[src/rtl/sar_pkg.sv]
package sar_pkg;

    typedef enum logic [0:0] {
        ST_IDLE = 1'b0,
        ST_TEST = 1'b1
    } sar_state_e;

    function automatic int unsigned idx_width(input int unsigned n);
        return (n > 1) ? $clog2(n) : 1;
    endfunction

endpackage

[src/rtl/sar_seq.sv]
module sar_seq
    import sar_pkg::*;
#(
    parameter int unsigned WIDTH = 10
) (
    input  logic                           clk,
    input  logic                           rst_n,
    input  logic                           start,
    output logic                           busy,
    output logic                           load,
    output logic                           decide,
    output logic                           last,
    output logic [idx_width(WIDTH)-1:0]    bit_idx,
    output logic                           done
);

    localparam int unsigned IW = idx_width(WIDTH);
    localparam logic [IW-1:0] TOP_IDX = IW'(WIDTH - 1);

    sar_state_e state_q, state_d;

    always_comb begin
        state_d = state_q;
        unique case (state_q)
            ST_IDLE: if (start) state_d = ST_TEST;
            ST_TEST: if (bit_idx == '0) state_d = ST_IDLE;
            default: state_d = ST_IDLE;
        endcase
    end

    always_ff @(posedge clk or negedge rst_n) begin
        if (!rst_n) state_q <= ST_IDLE;
        else        state_q <= state_d;
    end

    assign busy   = (state_q == ST_TEST);
    assign load   = (state_q == ST_IDLE) && start;
    assign decide = busy;
    assign last   = busy && (bit_idx == '0);

    // outputs: bit pointer and completion pulse
    always_ff @(posedge clk or negedge rst_n) begin
        if (!rst_n) begin
            bit_idx <= '0;
            done    <= 1'b0;
        end else begin
            done <= last;
            if (load)
                bit_idx <= TOP_IDX;
            else if (decide && !last)
                bit_idx <= bit_idx - 1'b1;
        end
    end

    // checker-side cycle counter, independent of bit_idx
    logic [IW:0] chk_cycles;
    always_ff @(posedge clk or negedge rst_n) begin
        if (!rst_n)       chk_cycles <= '0;
        else if (load)    chk_cycles <= '0;
        else if (busy)    chk_cycles <= chk_cycles + 1'b1;
    end

    AST_LOAD_ENTERS_TEST: assert property (@(posedge clk) disable iff (!rst_n)
        load |=> busy && bit_idx == TOP_IDX);
    AST_START_IGNORED: assert property (@(posedge clk) disable iff (!rst_n)
        (busy && start && !last) |=> busy && bit_idx == $past(bit_idx) - 1'b1);
    AST_DONE_AFTER_WIDTH: assert property (@(posedge clk) disable iff (!rst_n)
        done |-> chk_cycles == (IW+1)'(WIDTH));
    AST_DONE_SINGLE: assert property (@(posedge clk) disable iff (!rst_n)
        done |=> !done);
    AST_IDLE_AFTER_DONE: assert property (@(posedge clk) disable iff (!rst_n)
        done |-> !busy);

endmodule

[src/rtl/sar_code_reg.sv]
module sar_code_reg
    import sar_pkg::*;
#(
    parameter int unsigned WIDTH = 10
) (
    input  logic                           clk,
    input  logic                           rst_n,
    input  logic                           load,
    input  logic                           decide,
    input  logic                           last,
    input  logic [idx_width(WIDTH)-1:0]    bit_idx,
    input  logic                           cmp_above,
    output logic [WIDTH-1:0]               trial_code,
    output logic [WIDTH-1:0]               result,
    output logic                           bit_kept
);

    localparam logic [WIDTH-1:0] ONE = WIDTH'(1);
    localparam logic [WIDTH-1:0] MSB_ONLY = ONE << (WIDTH - 1);

    logic [WIDTH-1:0] weight;
    logic [WIDTH-1:0] kept_code;
    logic [WIDTH-1:0] next_weight;

    always_comb begin
        weight      = ONE << bit_idx;
        next_weight = weight >> 1;
        bit_kept    = cmp_above;
        kept_code   = cmp_above ? trial_code : (trial_code & ~weight);
    end

    always_ff @(posedge clk or negedge rst_n) begin
        if (!rst_n) begin
            trial_code <= '0;
            result     <= '0;
        end else begin
            if (load)
                trial_code <= MSB_ONLY;
            else if (decide && !last)
                trial_code <= kept_code | next_weight;
            else if (decide)
                trial_code <= kept_code;
            if (decide && last)
                result <= kept_code;
        end
    end

    AST_TRIAL_SHAPE: assert property (@(posedge clk) disable iff (!rst_n)
        decide |-> trial_code[bit_idx] && ((trial_code & (weight - ONE)) == '0));
    AST_RESULT_ONLY_AT_END: assert property (@(posedge clk) disable iff (!rst_n)
        !$stable(result) |-> $past(last));

endmodule

[src/rtl/sar_serializer.sv]
module sar_serializer (
    input  logic clk,
    input  logic rst_n,
    input  logic decide,
    input  logic bit_kept,
    output logic ser_bit,
    output logic ser_valid
);

    always_ff @(posedge clk or negedge rst_n) begin
        if (!rst_n) begin
            ser_bit   <= 1'b0;
            ser_valid <= 1'b0;
        end else begin
            ser_valid <= decide;
            ser_bit   <= decide ? bit_kept : 1'b0;
        end
    end

    AST_SER_FOLLOWS_DECISION: assert property (@(posedge clk) disable iff (!rst_n)
        ser_valid |-> $past(decide));
    AST_SER_QUIET: assert property (@(posedge clk) disable iff (!rst_n)
        !ser_valid |-> !ser_bit);

endmodule

[src/rtl/sar_conv_ctrl.sv]
module sar_conv_ctrl
    import sar_pkg::*;
#(
    parameter int unsigned WIDTH = 10
) (
    input  logic             clk,
    input  logic             rst_n,
    input  logic             start,
    input  logic             cmp_above,
    output logic [WIDTH-1:0] trial_code,
    output logic             busy,
    output logic             done,
    output logic [WIDTH-1:0] result,
    output logic             ser_bit,
    output logic             ser_valid
);

    localparam int unsigned IW = idx_width(WIDTH);

    logic          load;
    logic          decide;
    logic          last;
    logic          bit_kept;
    logic [IW-1:0] bit_idx;

    sar_seq #(.WIDTH(WIDTH)) u_seq (
        .clk     (clk),
        .rst_n   (rst_n),
        .start   (start),
        .busy    (busy),
        .load    (load),
        .decide  (decide),
        .last    (last),
        .bit_idx (bit_idx),
        .done    (done)
    );

    sar_code_reg #(.WIDTH(WIDTH)) u_code (
        .clk        (clk),
        .rst_n      (rst_n),
        .load       (load),
        .decide     (decide),
        .last       (last),
        .bit_idx    (bit_idx),
        .cmp_above  (cmp_above),
        .trial_code (trial_code),
        .result     (result),
        .bit_kept   (bit_kept)
    );

    sar_serializer u_ser (
        .clk       (clk),
        .rst_n     (rst_n),
        .decide    (decide),
        .bit_kept  (bit_kept),
        .ser_bit   (ser_bit),
        .ser_valid (ser_valid)
    );

    AST_RESET_QUIET: assert property (@(posedge clk) disable iff (!rst_n)
        !busy && !$past(busy) |-> !ser_valid);

endmodule

[config.mk]
export PLATFORM = sky130hd
export DESIGN_NAME = sar_conv_ctrl
export DESIGN_NICKNAME = d
export VERILOG_FILES = /design/src/rtl/sar_pkg.sv /design/src/rtl/sar_seq.sv /design/src/rtl/sar_code_reg.sv /design/src/rtl/sar_serializer.sv /design/src/rtl/sar_conv_ctrl.sv
export SDC_FILE = /design/constraint.sdc
export NUM_CORES = 1
export LEC_CHECK = 0
export ABC_AREA = 1
export CELL_PAD_IN_SITES_DETAIL_PLACEMENT = 1
export CELL_PAD_IN_SITES_GLOBAL_PLACEMENT = 1
export CORE_ASPECT_RATIO = 1.1
export CORE_UTILIZATION = 40
export CTS_CLUSTER_DIAMETER = 40
export CTS_CLUSTER_SIZE = 16
export DETAILED_ROUTE_END_ITERATION = 10
export GPL_TIMING_DRIVEN = 0
export PLACE_DENSITY = 0.79
export RECOVER_POWER = 100
export SLEW_MARGIN = 20
export SYNTH_ARGS = -nofsm -noshare
export SYNTH_HDL_FRONTEND = slang
export SYNTH_SLANG_ARGS = --single-unit
[constraint.sdc]
create_clock -name clk -period 2.95 [get_ports clk]
set_input_delay 0.4425 -clock clk [delete_from_list [all_inputs] [get_ports clk]]
set_output_delay 0.4425 -clock clk [all_outputs]
set_load 0.1 [all_outputs]
==> run_results.csv <==
group,metric,value,unit
yosys,yosysWarningCount,0,
floorplan,core_area,0.00333,mm²
drt,ant_nets,0,
drt,vias,1198,
critical_path,critPathBufInv,1,
finish,n_fill_cell,423,
critical_path,path_max_fanout,6,
worst_hold_path,hold_path_class,"input port to asynchronous set/reset pin",
timing,hold_violations,0,
drt,drt-total-wl,3.42,mm
floorplan,die_y,64.1,µm
timing,period_share,0.833,
floorplan,initial_core_util,0.420,
yosys,seq_area_frac_synth,0.500,
drt,avgRoutedWirePerCell,13.9,µm
floorplan,rows,22,
global_routing,grt-ovfl-total,0,
timing,drv_slew,29,
critical_path,critPathSlowestCell,"dlygate4sd3_1",
finish,area_growth,22.5,%
critical_path,cp-end-kind,"output pin",
timing,final-setup-viol-count,0,
yosys,synth-edff-count,0,
timing,rsz0062_at_grt,"no",
drt,vias_per_cell,4.87,
critical_path,crit_type,"flip-flop to output pin",
cts,clock_latency,0.35,ns
cts,cts_hold_buffers,0,
global_routing,grt_max_degree,29,
finish,n_antenna_cell,0,
cts,cts_tree,"yes",
critical_path,arrival,2.02,ns
drt,remaining_drc_errors,0,
global_routing,grt_pass1_vias,1288,
timing,fmax,407,MHz
finish,register_area,701,µm²
finish,multi_input_area,561,µm²
finish,drive_above_1_share,0.0556,
critical_path,crit_family,"buffers and inverters",
yosys,syn_inst,167,
drt,first_iter_violations,11,
finish,nets,208,
timing,slew_headroom,-0.0247,
timing,fin_skew,0.00310,ns
critical_path,start_kind,"flip-flop",
timing,min_period,2.46,ns
timing,worstMarginPinSlew,1.54,ns
yosys,synth_area,0.00140,mm²
timing,setup_tns,0,ns
yosys,post_synth_num_cell_types,18,
yosys,synth_area_leaders,"dfrtp_1 (50%), nand2_1 (20%), o21ai_2 (6.3%)",
cts,cts_setup_buffers,0,
placed_design,dp_hpwl,2.51,mm
placed_design,gp_congestion,0.728,
yosys,async_flop_share,1.00,
cts,cts-resized-gates,0,
cts,clk_pin_slew,0.16,ns
critical_path,critPathMaxStageDelay,1.23,ns
critical_path,path_cells,"dlygate4sd3_1",
yosys,synth.top_cell.area_share,0.500,
status,outcome,"finished with violations",
critical_path,required,2.51,ns
cts,cts_made_buffers,3,
cts,cts-root-buf,"clkbuf_4",
status,violations,"max-capacitance violations, max-slew violations",
floorplan,dieWidth,58.4,µm
cts,clock_sinks,28,
flow_run,maxCapViolations,1,
critical_path,ff2ff_setup_slack,1.03,ns
yosys,ys_seq_elements,28,
cts,h-tree-depth,1,
floorplan,die_area,0.00374,mm²
yosys,ys.flop_type,"dfrtp_1",
global_routing,antenna_found_initial,0,
cts,clk_path_buf_depth,2,
global_routing,grtUsageTotal,0.214,
drt,drtPass1Iterations,4,
yosys,synth.avg_cell_area,8.38,µm²
placed_design,portBuffers,27,
yosys,yosysTopAreaCell,"dfrtp_1",
global_routing,grt_pass1_wl,6.00,mm
floorplan,pin_count,28,
yosys,syn-num-nets,176,
[cells in the mapped netlist, types with 3 or more instances]
master,instances
o21ai_0,4
buf_6,3
nand2_1,76
nor2_1,7
dfrtp_1,28
inv_1,13
ha_1,5
nand3_1,12
o21ai_2,10
[flip-flops by register name, summed over array words and instances, names as in the netlist]
register	cells
u_seq.done	1
u_ser.ser_bit	1
u_seq.bit_idx	4
u_code.trial_code	10
u_seq.busy	1
u_ser.ser_valid	1
u_code.result	10
[logic make-up after synthesis]
family                   Yosys count  synth area share
AND/OR/NAND/NOR                   98             0.296
AO/OA/AOI/OAI                     15            0.0804
flip-flops                        28             0.500
adder cells (fa/ha/maj)            5            0.0447
XOR/XNOR                           1           0.00626
buffers and inverters             20            0.0724
[worst reg2reg max path, stage by stage (launching register included)]
cell and delay [ns]:
dfrtp_1 0.44, inv_1 0.20, ha_1 0.34, nand2_4 0.07, nor2_1 0.14, clkinv_1 0.11, clkbuf_1 0.27, o21ai_0 0.27
[path summary, 6_finish.rpt]
kind,startpoint,depth (start not counted),endpoint
setup / recovery,u_seq.busy,1,busy
setup reg to reg,u_seq.bit_idx[0],7,u_code.result[1]
min in group clk,u_seq.busy,0,u_ser.ser_valid
hold reg to reg,u_seq.busy,0,u_ser.ser_valid
hold / removal,rst_n,1,u_code.result[7]
max in group asynchronous,rst_n,1,u_code.result[5]
[layout by cell type, fill, tap and decap left out]
| cell | n |
|---|---|
| buf_4 | 1 |
| buf_6 | 2 |
| clkbuf_1 | 3 |
| clkbuf_4 | 3 |
| clkbuf_8 | 1 |
| clkdlybuf4s50_1 | 2 |
| clkinv_1 | 2 |
| dfrtp_1 | 28 |
| dlygate4sd3_1 | 24 |
| ha_1 | 5 |
| inv_1 | 13 |
| nand2_1 | 76 |
| nand2_4 | 1 |
| nand3_1 | 12 |
| nor2_1 | 8 |
| nor2_8 | 1 |
| o21ai_0 | 13 |
| o21ai_2 | 2 |
| xor2_1 | 1 |
[per-layer routing]
metal / share of wire / track usage
met1: 0.44 / 0.258
met2: 0.52 / 0.385
met3: 0.020 / 0.0243
met4: 0.014 / 0.0744
met5: 0 / 0
[area by class of cell]
class | instances | share of cell area
Buffer | 5 | 0.0219
Clock buffer | 4 | 0.0212
Inverter | 15 | 0.0328
Multi-Input combinational cell | 119 | 0.327
Sequential cell | 28 | 0.408
Tap cell | 48 | 0.0350
Timing Repair Buffer | 27 | 0.154
[through the flow]
stage          cell area [µm²]   util  hold slack (ns)  worst slack (ns)  instances
3_3_place_gp              1730  0.520            0.456             0.951        242
5_1_grt                   1720  0.515            0.524             0.431        246
4_1_cts                   1760  0.529            0.120             0.554        246
3_5_place_dp              1730  0.518            0.455             0.954        242
2_1_floorplan             1400      -            0.147              1.19        167
6_report                  1720  0.515            0.434             0.492        246
Power is left out: the tool's default activity adds up to more than one toggle a clock period on the data nets, which glitch-free logic cannot reach.
